$ cat src/rtl/rtr_pkg.sv
package rtr_pkg;
  localparam int ACT_N   = 6;
  localparam int A_ISSUE = 0;
  localparam int A_I2L2  = 1;
  localparam int A_D2L2  = 2;
  localparam int A_L2I   = 3;
  localparam int A_L2D   = 4;
  localparam int A_EVICT = 5;

  typedef enum logic [1:0] {
    OP_LOAD  = 2'd0,
    OP_FETCH = 2'd1,
    OP_STORE = 2'd2
  } op_e;

  function automatic logic [ACT_N-1:0] act_bit(input int idx);
    logic [ACT_N-1:0] v;
    v = '0;
    v[idx] = 1'b1;
    return v;
  endfunction

  function automatic logic kind_legal(input logic [2:0] k);
    return k[2] == 1'b0;
  endfunction
endpackage

$ cat src/rtl/rtr_classify.sv
module rtr_classify
  import rtr_pkg::*;
(
  input  logic [2:0] kind,
  output logic       is_fetch,
  output op_e        op,
  output logic       bad
);
  always_comb begin
    bad      = !kind_legal(kind);
    is_fetch = (kind == 3'd1);
    unique case (kind[1:0])
      2'd0:    op = OP_LOAD;
      2'd1:    op = OP_FETCH;
      default: op = OP_STORE;
    endcase
  end
endmodule

$ cat src/rtl/rtr_select.sv
module rtr_select
  import rtr_pkg::*;
#(
  parameter int AW = 32
) (
  input  logic             is_fetch,
  input  logic             hit_i,
  input  logic             hit_d,
  input  logic             hit_l2,
  input  logic             free_i,
  input  logic             free_d,
  input  logic             l2_free_req,
  input  logic             l2_free_vic,
  input  logic [AW-1:0]    req_addr,
  input  logic [AW-1:0]    vic_i,
  input  logic [AW-1:0]    vic_d,
  input  logic [AW-1:0]    l2v_req,
  input  logic [AW-1:0]    l2v_vic,
  output logic [ACT_N-1:0] act,
  output logic [AW-1:0]    tgt
);
  logic wrong_hit, right_hit, right_free;
  logic [AW-1:0] right_vic;

  always_comb begin
    wrong_hit  = is_fetch ? hit_d  : hit_i;
    right_hit  = is_fetch ? hit_i  : hit_d;
    right_free = is_fetch ? free_i : free_d;
    right_vic  = is_fetch ? vic_i  : vic_d;
  end

  always_comb begin
    act = act_bit(A_ISSUE);
    tgt = req_addr;
    if (wrong_hit) begin
      if (l2_free_req) begin
        act = is_fetch ? act_bit(A_D2L2) : act_bit(A_I2L2);
      end else begin
        act = act_bit(A_EVICT);
        tgt = l2v_req;
      end
    end else if (right_hit) begin
      act = act_bit(A_ISSUE);
    end else if (right_free) begin
      if (hit_l2) act = is_fetch ? act_bit(A_L2I) : act_bit(A_L2D);
    end else if (l2_free_vic) begin
      act = is_fetch ? act_bit(A_I2L2) : act_bit(A_D2L2);
      tgt = right_vic;
    end else begin
      act = act_bit(A_EVICT);
      tgt = l2v_vic;
    end
  end
endmodule

$ cat src/rtl/rtr_hold.sv
module rtr_hold
  import rtr_pkg::*;
#(
  parameter int AW = 32
) (
  input  logic             clk,
  input  logic             rst_n,
  input  logic             load,
  input  logic [ACT_N-1:0] act_in,
  input  logic [AW-1:0]    addr_in,
  input  op_e              op_in,
  input  logic             ready,
  output logic             valid,
  output logic [ACT_N-1:0] act_q,
  output logic [AW-1:0]    addr_q,
  output op_e              op_q
);
  always_ff @(posedge clk) begin
    if (!rst_n) begin
      valid  <= 1'b0;
      act_q  <= '0;
      addr_q <= '0;
      op_q   <= OP_LOAD;
    end else if (!valid) begin
      if (load) begin
        valid  <= 1'b1;
        act_q  <= act_in;
        addr_q <= addr_in;
        op_q   <= op_in;
      end
    end else if (ready) begin
      valid <= 1'b0;
    end
  end

  assert_onehot_R11: assert property (@(posedge clk) disable iff (!rst_n)
    valid |-> $countones(act_q) == 1);
  assert_stable_R11: assert property (@(posedge clk) disable iff (!rst_n)
    valid && !ready |=> valid && $stable(act_q) && $stable(addr_q) && $stable(op_q));
  assert_drop_R11: assert property (@(posedge clk) disable iff (!rst_n)
    valid && ready |=> !valid);
endmodule

$ cat src/rtl/cache_req_router.sv
module cache_req_router
  import rtr_pkg::*;
#(
  parameter int AW = 32
) (
  input  logic             clk,
  input  logic             rst_n,
  input  logic             req_valid,
  output logic             req_ready,
  input  logic [2:0]       req_kind,
  input  logic [AW-1:0]    req_addr,
  input  logic             hit_l1i,
  input  logic             hit_l1d,
  input  logic             hit_l2,
  input  logic             free_l1i,
  input  logic             free_l1d,
  input  logic             l2_free_req,
  input  logic             l2_free_vic,
  input  logic [AW-1:0]    l1i_vic_addr,
  input  logic [AW-1:0]    l1d_vic_addr,
  input  logic [AW-1:0]    l2_vic_req_addr,
  input  logic [AW-1:0]    l2_vic_vic_addr,
  output logic             act_valid,
  input  logic             act_ready,
  output logic [ACT_N-1:0] act_onehot,
  output logic [AW-1:0]    act_addr,
  output logic [1:0]       issue_op,
  output logic             excl_err,
  output logic             kind_err
);
  logic             is_fetch, bad_kind, load_new, issue_taken;
  op_e              op_c, op_q;
  logic [ACT_N-1:0] act_c;
  logic [AW-1:0]    tgt_c;

  rtr_classify u_cls (.kind(req_kind), .is_fetch(is_fetch), .op(op_c), .bad(bad_kind));

  rtr_select #(.AW(AW)) u_sel (
    .is_fetch(is_fetch), .hit_i(hit_l1i), .hit_d(hit_l1d), .hit_l2(hit_l2),
    .free_i(free_l1i), .free_d(free_l1d), .l2_free_req(l2_free_req),
    .l2_free_vic(l2_free_vic), .req_addr(req_addr), .vic_i(l1i_vic_addr),
    .vic_d(l1d_vic_addr), .l2v_req(l2_vic_req_addr), .l2v_vic(l2_vic_vic_addr),
    .act(act_c), .tgt(tgt_c));

  assign load_new = req_valid && !bad_kind;

  rtr_hold #(.AW(AW)) u_hold (
    .clk(clk), .rst_n(rst_n), .load(load_new), .act_in(act_c), .addr_in(tgt_c),
    .op_in(op_c), .ready(act_ready), .valid(act_valid), .act_q(act_onehot),
    .addr_q(act_addr), .op_q(op_q));

  assign issue_op    = op_q;
  assign issue_taken = act_valid && act_ready && act_onehot[A_ISSUE];
  assign kind_err    = req_valid && bad_kind;
  assign req_ready   = issue_taken || (kind_err && !act_valid);
  assign excl_err    = req_valid && ($countones({hit_l1i, hit_l1d, hit_l2}) > 1);

  assert_badkind_R10: assert property (@(posedge clk) disable iff (!rst_n)
    kind_err && !act_valid |=> !act_valid);
  assert_consume_R12: assert property (@(posedge clk) disable iff (!rst_n)
    act_valid && act_ready && !act_onehot[A_ISSUE] |-> !req_ready);
endmodule

$ cat config.mk
export PLATFORM = sky130hd
export DESIGN_NAME = cache_req_router
export DESIGN_NICKNAME = d
export VERILOG_FILES = /design/src/rtl/rtr_pkg.sv /design/src/rtl/rtr_classify.sv /design/src/rtl/rtr_select.sv /design/src/rtl/rtr_hold.sv /design/src/rtl/cache_req_router.sv
export SDC_FILE = /design/constraint.sdc
export NUM_CORES = 1
export LEC_CHECK = 0
export BUFFER_PORTS_ARGS = -buffer_cell sky130_fd_sc_hd__clkbuf_2
export CORE_ASPECT_RATIO = 1.5
export CORE_MARGIN = 1.5
export CORE_UTILIZATION = 36
export DETAILED_ROUTE_END_ITERATION = 8
export PLACE_DENSITY_LB_ADDON = 0.08
export SLEW_MARGIN = 20
export SYNTH_ARGS = -nofsm -noshare
export SYNTH_HDL_FRONTEND = slang
export SYNTH_SLANG_ARGS = --single-unit
$ cat constraint.sdc
create_clock -name clk -period 1.9 [get_ports clk]
set_input_delay 0.095 -clock clk [delete_from_list [all_inputs] [get_ports clk]]
set_output_delay 0.095 -clock clk [all_outputs]
set_load 0.03 [all_outputs]
# Yosys cells after proc, flatten, opt, wreduce, memory -nomap -nowiden
# Cells that the tools add are included.
[word_totals] input_bits=174 ff_bits=41 latch_bits=0 mem_bits_rw=0 n_memories=0 out_inout_bits=44 wordCells=43 mem_bits_ro=0
[classes] mux=22 reduce_logical=11 n_mul=0 n_bitwise=1 n_addsub=2 n_lt_le_gt_ge=1 shift=0 n_eq_ne=2 div_mod_pow=0
[ops] op="$mux W32" n=6
[ops] op="$mux W6" n=6
[ops] op="$logic_and A1 B1 Y1" n=6
[ops] op="$mux W1" n=6
[ops] op="$mux W3" n=2
[ops] op="$mux W5" n=1
[ops] op="$pmux W2 S2" n=1
[ops] op="$add A2 B1 Y3" n=1
[ops] op="$eq A3 B1 Y1 const B" n=1
[ops] op="$gt A3 B1 Y1 const B" n=1
[ops] op="$add A1 B1 Y2" n=1
[ops] op="$eq A2 B1 Y1 const B" n=1
[ops] op="$logic_not A1 Y1" n=2
[ops] op="$logic_not A2 Y1" n=1
[ops] op="$reduce_and A2 Y1" n=1
[ops] op="$logic_or A1 B1 Y1" n=1
[ops] op="$not A1 Y1" n=1

# Longest topological paths before layout
# Gate-level depths: netlist (run 1).
[logic_depth] ltp_word=6 ltp_mapped=7

# By module
# Synthesis (run 1) repeated with hierarchy kept, for this count alone.
[hier_totals] hier_cells=400 area_unflattened_um2=3564.7
[by_module_without_submodules] mod="rtr_select" n_inst=1 seq_area_each_um2=0.0 area_per_inst_um2=1806.7 cells_each=210
[by_module_without_submodules] mod="rtr_hold" n_inst=1 seq_area_each_um2=820.8 area_per_inst_um2=1680.4 cells_each=178
[by_module_without_submodules] mod="cache_req_router" n_inst=1 seq_area_each_um2=0.0 area_per_inst_um2=47.5 cells_each=8
[by_module_without_submodules] mod="rtr_classify" n_inst=1 seq_area_each_um2=0.0 area_per_inst_um2=30.0 cells_each=4

# Least setup slack after synthesis (run 1)
# Ideal clock, no wire load.
[synth_path] path_kind="register to register" from="register u_hold.valid" to="register u_hold.addr_q[14]" arrival_time_ns=1.539 stages_incl_launch_ff=7 slack_ns=0.292 setup_time_ns=0.069 path_buffers=2 path_cell_list="dfxtp_1 -> nor3b_1 -> buf_2 -> nor2_1 -> clkbuf_1 -> nand2_1 -> o21ai_1"
[synth_between] elab_chain_len=2
[synth_rtl] item="start: declaration" line_no="rtr_hold.sv:13" text="output logic valid,"
[synth_rtl] item="start signal: assignment" line_no="rtr_hold.sv:20" text="valid <= 1'b0;"
[synth_rtl] item="start signal: assignment" line_no="rtr_hold.sv:26" text="valid <= 1'b1;"
[synth_rtl] item="start signal: assignment" line_no="rtr_hold.sv:32" text="valid <= 1'b0;"
[synth_rtl] item="$not A1 Y1 (no source line)"
[synth_rtl] item="$reduce_and A2 Y1 (no source line)"
[synth_rtl] item="end signal: assignment" line_no="rtr_hold.sv:28" text="addr_q <= addr_in;"
[synth_rtl] item="end: declaration" line_no="rtr_hold.sv:15" text="output logic [AW-1:0] addr_q,"
# No other way between the ends.
# A chain may end at the register's enable or synchronous reset.

# Worst setup path in the final report (run 1)
[layout_path] from="register u_hold.valid" to="register u_hold.act_q[4]"
[layout_between] elab_chain_len=2
[layout_rtl] item="$not A1 Y1 (no source line)"
[layout_rtl] item="$reduce_and A2 Y1 (no source line)"
[layout_rtl] item="end signal: assignment" line_no="rtr_hold.sv:27" text="act_q <= act_in;"
[layout_rtl] item="end: declaration" line_no="rtr_hold.sv:14" text="output logic [ACT_N-1:0] act_q,"
# No other way between the ends.

==> results of run 1 <==
-- logic make-up after synthesis --
logic type / synth area share
compound gates: 0.308
fa+ha+maj: 0.00308
buf+inv: 0.0984
flops: 0.202
mux: 0.184
simple gates: 0.205
-- sequential cells by signal (all words and copies together) (netlist names) --
| signal | cells |
|---|---|
| u_hold.act_q | 6 |
| u_hold.addr_q | 32 |
| u_hold.op_q | 2 |
| u_hold.valid | 1 |
-- cell usage after synthesis (8+ instances only) --
| master | count |
|---|---|
| or2_2 | 32 |
| o211ai_1 | 32 |
| inv_1 | 36 |
| buf_2 | 17 |
| mux2_2 | 34 |
| mux2i_1 | 35 |
| o21ai_1 | 27 |
| clkbuf_1 | 40 |
| dfxtp_1 | 41 |
| nor2_1 | 8 |
| or4bb_1 | 32 |
| nand2_1 | 35 |
| a311oi_1 | 32 |
| o21ai_0 | 105 |
-- cell type report --
| cell class | instances | area (um^2) | area share |
|---|---|---|---|
| timing repair buffer | 244 | 1330 | 0.241 |
| clock buffer | 7 | 153 | 0.0278 |
| inverter | 36 | 135 | 0.0246 |
| sequential | 41 | 821 | 0.149 |
| tap | 147 | 184 | 0.0335 |
| clock inverter | 1 | 5.00 | 0.000911 |
| multi-input combinational | 398 | 2870 | 0.523 |
-- worst register-to-register path, cell delays in order (launching register included) --
cell and delay (ns):
dfxtp_1 0.34, nor3b_1 0.47, and2_1 0.23, buf_4 0.28, nand4_1 0.14, o21ai_0 0.18
-- layer usage --
| layer | share of wire | up-vias |
|---|---|---|
| met5 | 0 | - |
| met4 | 0.030 | 0 |
| met3 | 0.059 | 39 |
| met2 | 0.51 | 236 |
| met1 | 0.40 | 2306 |
| li1 | - | 2359 |
-- worst max path at each step --
stage                                        from                             end  slack, ns  cells past startpoint
final                     u_hold.valid$_SDFF_PN0_    u_hold.act_q[4]$_SDFFE_PN0P_       0.18                      5
after CTS                 u_hold.valid$_SDFF_PN0_    u_hold.act_q[4]$_SDFFE_PN0P_       0.17                      5
after global routing      u_hold.valid$_SDFF_PN0_    u_hold.act_q[4]$_SDFFE_PN0P_       0.01                      5
after floorplan           u_hold.valid$_SDFF_PN0_  u_hold.addr_q[14]$_SDFFE_PN0P_       0.29                      6
after global placement                req_kind[2]  u_hold.addr_q[22]$_SDFFE_PN0P_       0.12                      6
after detailed placement              req_kind[2]    u_hold.act_q[4]$_SDFFE_PN0P_       0.05                      7
-- stage by stage --
stage | power (uW) | utilization
2_1_floorplan | 1560 | -
3_3_place_gp | 1980 | 0.485
3_5_place_dp | 1990 | 0.485
4_1_cts | 2930 | 0.500
5_1_grt | 3050 | 0.500
6_report | 2910 | 0.500
-- where the power goes --
part           total (uW)  switching (uW)  internal [uW]
clock                 930             372            557
sequential            944            31.8            912
combinational        1030             585            447
==> metrics, run 1 <==
status complete, no violations; largest net degree at the start of global routing 67; met2 Track Usage GR 0.482; TritonCTS buffer count 5; RSZ-0062 raised after global routing false; CP startpoint kind flip-flop; ys async rst share 0; critical path class reg -> reg; HP Class in -> reg; post-route ant nets 0; grt peak-use layer met2; Slew headroom 0.328; Syn Inst Count 535; reg2reg start u_hold.valid$_SDFF_PN0_; Crit. End Element flip-flop; clk slew on worst S/H paths 0.07 ns; post-synth top area share 0.202; Post-CTS Repair Setup Buffers 0; fill count 1131; final instance area 5500 um^2; ANT cells 0; drt via density 5.65; Initial Util 0.370; Boundary Pins 218; worst-margin pin slew 1.01 ns; Final period util 0.907; fin worst setup slack 0.176 ns; Die ar. 12000 um^2; most frequent cells in the layout 217 x clkbuf_2, 105 x o21ai_0, 41 x dfxtp_1, 36 x inv_1, 35 x nand2_1; vias in the first global route 5047; Worst Reg-to-Reg Cells 5; grt ovf 0; WP data required 2.11 ns; synthesis-to-layout area growth 35.1%; Die Wd 89.8 um; Max Cap Viol 0; hold slack 0.0698 ns; post-synthesis sequential area ratio 0.202; total iterations of the first detailed-routing run 5; Hold EP u_hold.act_q[5]$_SDFFE_PN0P_; GRT Overall Usage 0.264; Syn Area/Cell 7.60 um^2; DR WL/cell 18.4 um; final number of max-transition violations 0; Inst Count DP 866; CP top delay family simple AND/OR/NAND/NOR gates; num rows 47; Worst IR Drop VDD 0.000366 V; Setup Skew 0.00696 ns; final setup violation count 0; die height 133 um; Core Area 11000 um^2; r2r setup slk 0.18 ns; worst-path fanout max 23; FF-to-FF End u_hold.act_q[4]$_SDFFE_PN0P_; Post-Layout Cell Count 874; maximum clock insertion buffer count 2; RePlAce Congestion 0.840; setup TNS 0 ns; detailed placement HPWL 11.3 mm; synthesized area 4070 um^2; hold path start rst_n; port buffer count 217; DP Area 5340 um^2; share of cells above drive strength 1 0.448; Vias 4940; Net Count, Synth 710; M1 GR Usage 0.298; Hold Crit Depth 2; clk root buf clkbuf_16; Residual DRC 0; final hold violations 0; Post-Place Setup Slack 0.0507 ns; CTS Hold Bufs 0; CP peak stage delay 0.47 ns; Period minus WS final 1.72 ns; Leak Pwr 0.00262 uW; FMAX 580 MHz; crit path cell chain nor3b_1 > and2_1 > buf_4 > nand4_1 > o21ai_0; synth warn 0; P per Cell Area 529 nW/um^2; met3 usage 0.0388; post-CTS sizing 0; Primary FF master, synth dfxtp_1; initial antenna violation count 0; slowest CP cell nor3b_1; synth unique cells 36; top cell type by total area after synthesis dfxtp_1; first-pass GRT wire length 25.4 mm; worst skew pair latency 0.29 ns; top cells by area, synth dfxtp_1 20%, o21ai_0 13%, mux2_2 9.4%; Final nets 901; Post-synth EDFFs 0; # H-tree levels 2; CP arrival 1.94 ns; Initial DRC Count 341; register bit total from synthesis 41; total wire length 16.1 mm; Bufs and invs on worst path 1; most common cell after layout, fill and taps aside clkbuf_2; CTS tree done; clk sink count 41
(Power assumes the default switching activity.)
==> run 2, diff against run 1 <==
- CELL_PAD_IN_SITES_DETAIL_PLACEMENT: unset -> 1
- CELL_PAD_IN_SITES_GLOBAL_PLACEMENT: unset -> 2
- CORE_UTILIZATION: 36 -> 24
- clock period: 1.9 -> 1.6 ns (I/O delays scaled with it)
==> run 2 against run 1 <==
Global-route usage fell by 4.4 points. Clock-buffer cell count did not move. Non-clock buffer count rose by 12. Wire length rose by 23%. Critical path depth rose by 1. Sequential share of layout area fell by 0.74 points. Utilization fell by 15 points. Combinational power rose by 29%. Die area rose by 48%. Via count fell by 0.26%.
==> metrics, run 2 (synthesized netlist as in run 1, its figures left out) <==
hold slack 0.0721 ns (+0.00234 ns); CP startpoint kind flip-flop; clk slew on worst S/H paths 0.06 ns (about the same); CTS Hold Bufs 0 (unchanged); Crit path depth 6 (+1); Top reg by flops u_hold.addr_q; total wire length 19.7 mm (+23%); critical path class reg -> reg; P per Cell Area 637 nW/um^2 (+20%); largest net degree at the start of global routing 65 (-3.0%); Largest register FFs 32 (unchanged); Crit. End Element flip-flop; Initial DRC Count 154 (-55%); GRT Overall Usage 0.220 (-0.0437); Boundary Pins 218 (unchanged); post-route ant nets 0 (unchanged); clk sink count 41 (unchanged); TritonCTS buffer count 5 (unchanged); CTS tree done; Worst Reg-to-Reg Cells 6 (+1); WP data required 1.81 ns (-0.30 ns); final hold violations 0 (unchanged); total iterations of the first detailed-routing run 4 (-1); maximum clock insertion buffer count 2 (unchanged); Final period util 0.914 (+0.00657); Max Cap Viol 0 (unchanged); Slew headroom 0.569 (+0.241); status complete, no violations; Initial Util 0.244 (-0.126); die height 162 um (+22%); initial antenna violation count 1 (+1); CP peak stage delay 0.32 ns (-0.15 ns); worst-margin pin slew 0.644 ns (-0.361 ns); final instance area 5780 um^2 (+5.2%); share of cells above drive strength 1 0.459 (+0.0110); Period minus WS final 1.46 ns (-0.262 ns); clk root buf clkbuf_16; crit path cell chain nor3b_2 > buf_4 > and2_4 > buf_12 > nand4_1 > o21ai_0; Vias 4927 (-0.26%); FMAX 684 MHz (+18%); final setup violation count 0 (unchanged); first-pass GRT wire length 29.5 mm (+16%); r2r setup slk 0.14 ns (-0.04 ns); Residual DRC 0 (unchanged); DP Area 5560 um^2 (+4.2%); RSZ-0062 raised after global routing false; Core Area 16700 um^2 (+52%); Die Wd 109 um (+22%); most frequent cells in the layout 217 x clkbuf_2, 105 x o21ai_0, 41 x dfxtp_1, 36 x inv_1, 35 x nand2_1; port buffer count 217 (unchanged); vias in the first global route 5332 (+5.6%); worst-path fanout max 17 (-26%); drt via density 5.18 (-8.3%); fin worst setup slack 0.138 ns (-0.0384 ns); reg2reg start u_hold.valid$_SDFF_PN0_; Setup Skew 0.00407 ns (-0.00289 ns); num rows 58 (+23%); Die ar. 17800 um^2 (+48%); RePlAce Congestion 0.760 (-9.5%); detailed placement HPWL 14.2 mm (+25%); crit path from u_hold.valid$_SDFF_PN0_; Bufs and invs on worst path 2 (+1); DR WL/cell 20.7 um (+13%); # H-tree levels 2 (unchanged); Leak Pwr 0.00272 uW (+3.7%); Final nets 914 (+1.4%); CP top delay family simple AND/OR/NAND/NOR gates; most common cell after layout, fill and taps aside clkbuf_2; Post-Place Setup Slack -0.105 ns (-0.156 ns); slowest CP cell dfxtp_1; final number of max-transition violations 0 (unchanged); grt ovf 0 (unchanged); Final Core Density 0.346 (-0.153); synthesis-to-layout area growth 42.1%; FF-to-FF End u_hold.act_q[3]$_SDFFE_PN0P_; CP arrival 1.67 ns (-0.27 ns); worst skew pair latency 0.29 ns (about the same); Regs by FF count u_hold.addr_q x32, u_hold.act_q x6, u_hold.op_q x2; Worst IR Drop VDD 0.000432 V (+18%); CP endpoint u_hold.act_q[3]$_SDFFE_PN0P_; HP Class in -> reg
## run 2: final cells by class
cell class	count	area, um^2
inverter	36	135
fill	2084	10900
clock buffer	7	143
clock inverter	1	30.0
antenna	1	2.50
tap	210	263
timing repair buffer	256	1500
multi-input combinational	399	2890
sequential	41	821
## run 2: power breakdown
group / switching [uW] / internal, uW
clock network: 453 / 782
registers: 37.3 / 1080
logic: 750 / 577
total: 1240 / 2440
## run 2: per-layer routing
metal | up-vias | track usage | part of all wire
met1 | 2396 | 0.249 | 0.40
met5 | - | 0 | 0
met3 | 13 | 0.0292 | 0.038
met4 | 0 | 0.0484 | 0.015
met2 | 133 | 0.426 | 0.55
li1 | 2385 | - | -
## run 2: metrics by stage
step           total power (uW)  setup TNS, ns  instances
2_1_floorplan              1850         -0.241        535
3_3_place_gp               2440          -1.23        940
3_5_place_dp               2460          -2.49        940
4_1_cts                    3730              0        949
5_1_grt                    3870              0        951
6_report                   3680              0        951
## run 2: timing repair
action / 4_1_cts / 5_1_grt
gates cloned: 1 / 1
gates resized for setup: 2 / 2
setup endpoints to repair: 34 / 1
buffers inserted: 0 / 0
pin swaps: 0 / 0
## run 2: how the worst min path moves through the flow
stage | from | end | slack, ns | cells past startpoint
2_1_floorplan | rst_n | u_hold.act_q[5]$_SDFFE_PN0P_ | 0.23 | 1
5_1_grt | rst_n | u_hold.act_q[5]$_SDFFE_PN0P_ | 0.08 | 2
4_1_cts | rst_n | u_hold.act_q[5]$_SDFFE_PN0P_ | 0.06 | 2
3_3_place_gp | rst_n | u_hold.act_q[5]$_SDFFE_PN0P_ | 0.36 | 2
3_5_place_dp | rst_n | u_hold.act_q[5]$_SDFFE_PN0P_ | 0.37 | 2
6_report | rst_n | u_hold.act_q[5]$_SDFFE_PN0P_ | 0.07 | 2
## run 2: worst register-to-register path: stages, from the launching register on
cell     delay (ns)
dfxtp_1        0.32
nor3b_2        0.19
buf_4          0.20
and2_4         0.21
buf_12         0.17
nand4_1        0.14
o21ai_0        0.16
==> run 3, diff against run 2 <==
- MAX_ROUTING_LAYER: unset -> met4
==> run 3 against run 2 <==
Via count is 0.55% higher. Flip-flop and latch count stayed put. Power is 0.16% lower. Largest cell class unchanged. Combinational power hardly changed. Critical path type unchanged. Clock power hardly changed. Worst hold slack hardly changed. Die area stayed put. Register-to-register slack hardly changed. Sequential share of layout area stayed put.
==> metrics, run 3 (synthesized netlist as in run 1, its figures left out) <==
CP peak stage delay 0.32 ns (about the same); Slew headroom 0.571 (+0.00161); r2r setup slk 0.14 ns (about the same); die height 162 um (unchanged); TritonCTS buffer count 5 (unchanged); Top reg by flops u_hold.addr_q; Residual DRC 0 (unchanged); final number of max-transition violations 0 (unchanged); Final period util 0.910 (-0.00371); most common cell after layout, fill and taps aside clkbuf_2; GRT Overall Usage 0.226 (+0.00626); DR WL/cell 20.7 um (about the same); clk slew on worst S/H paths 0.06 ns (about the same); Final Core Density 0.346 (unchanged); vias in the first global route 5334 (+0.038%); Leak Pwr 0.00272 uW (unchanged); Die Wd 109 um (unchanged); drt via density 5.21 (+0.55%); grt ovf 0 (unchanged); status complete, no violations; final setup violation count 0 (unchanged); detailed placement HPWL 14.2 mm (unchanged); worst-path fanout max 17 (unchanged); # H-tree levels 2 (unchanged); area of the multi-input gates 2890 um^2 (unchanged); Crit. End Element flip-flop; synthesis-to-layout area growth 42.1% (unchanged); crit path from u_hold.valid$_SDFF_PN0_; maximum clock insertion buffer count 2 (unchanged); CTS tree done; Period minus WS final 1.46 ns (-0.00594 ns); total iterations of the first detailed-routing run 4 (unchanged); CP startpoint kind flip-flop; fin worst setup slack 0.144 ns (+0.00593 ns); critical path class reg -> reg; Bufs and invs on worst path 2 (unchanged); CP top delay family simple AND/OR/NAND/NOR gates; port buffer count 217 (unchanged); Vias 4954 (+0.55%); initial antenna violation count 1 (unchanged); CP arrival 1.67 ns (about the same); overall power 3680 uW (-0.16%); reg2reg start u_hold.valid$_SDFF_PN0_; hold slack 0.0723 ns (+0.000177 ns); first-pass GRT wire length 29.5 mm (about the same); Boundary Pins 218 (unchanged); Regs by FF count u_hold.addr_q x32, u_hold.act_q x6, u_hold.op_q x2; WP data required 1.81 ns (about the same); slowest CP cell dfxtp_1; most frequent cells in the layout 217 x clkbuf_2, 105 x o21ai_0, 41 x dfxtp_1, 36 x inv_1, 35 x nand2_1; total wire length 19.7 mm (about the same); RSZ-0062 raised after global routing false; RePlAce Congestion 0.770 (+1.3%); num rows 58 (unchanged); clk sink count 41 (unchanged); worst-margin pin slew 0.642 ns (-0.00241 ns); Max Cap Viol 0 (unchanged); Register Area 821 um^2 (unchanged); Core Area 16700 um^2 (unchanged); CTS Hold Bufs 0 (unchanged); clk root buf clkbuf_16; worst skew pair latency 0.29 ns (about the same); Worst IR Drop VDD 0.000427 V (-1.2%); Largest register FFs 32 (unchanged); Post-Place Setup Slack -0.105 ns (unchanged); Final nets 914 (unchanged); Initial DRC Count 187 (+21%); Initial Util 0.244 (unchanged); FMAX 687 MHz (+0.41%); largest net degree at the start of global routing 65 (unchanged); fill count 2084 (unchanged); post-route ant nets 0 (unchanged); Die ar. 17800 um^2 (unchanged); crit path cell chain nor3b_2 > buf_4 > and2_4 > buf_12 > nand4_1 > o21ai_0; share of cells above drive strength 1 0.459 (unchanged); final hold violations 0 (unchanged); P per Cell Area 636 nW/um^2 (-0.16%); Setup Skew 0.00424 ns (+0.000169 ns); hold path start rst_n; HP Class in -> reg
run 3: cell counts in the layout (fill, tap and decap cells not counted):
No cell type changed its count.
run 3: what timing repair did:
item                       4_1_cts  5_1_grt
gates cloned                     1        1
setup endpoints to repair       34        1
hold endpoints to repair         0        0
resized for setup                2        2
buffers inserted                 0        0
pin swaps                        0        0
run 3: worst paths after layout:
kind | to | cells after the start
setup / recovery | u_hold.act_q[3]$_SDFFE_PN0P_ | 6
hold / removal | u_hold.act_q[5]$_SDFFE_PN0P_ | 2
setup reg to reg | u_hold.act_q[3]$_SDFFE_PN0P_ | 6
hold reg to reg | u_hold.addr_q[26]$_SDFFE_PN0P_ | 2
run 3: area by class of cell:
type,count,share of cell area
multi-input cells,399,0.500
repair buffers,256,0.259
flip-flops and latches,41,0.142
well taps,210,0.0454
clock buffers,7,0.0247
inverters,36,0.0234
clock inverters,1,0.00519
diodes,1,0.000433
run 3: routing by layer:
metal | vias to the layer above | routed length (um) | GRT usage
li1 | 2384 | - | -
met1 | 2404 | 7710 | 0.253
met2 | 155 | 10900 | 0.426
met3 | 11 | 852 | 0.0232
met4 | 0 | 236 | 0.0484
met5 | - | 0 | -
run 3: power breakdown:
part	switching, uW	internal [uW]	total, uW
Sequential	37.1	1080	1120
Clock	449	782	1230
Combinational	748	577	1330
run 3: per-stage QoR:
stage	cell area (um^2)	std cells	setup TNS (ns)
floorplan	4070	535	-0.241
global placement	5560	940	-1.23
detailed placement	5560	940	-2.49
CTS	5750	949	0
global route	5780	951	0
finish	5780	951	0
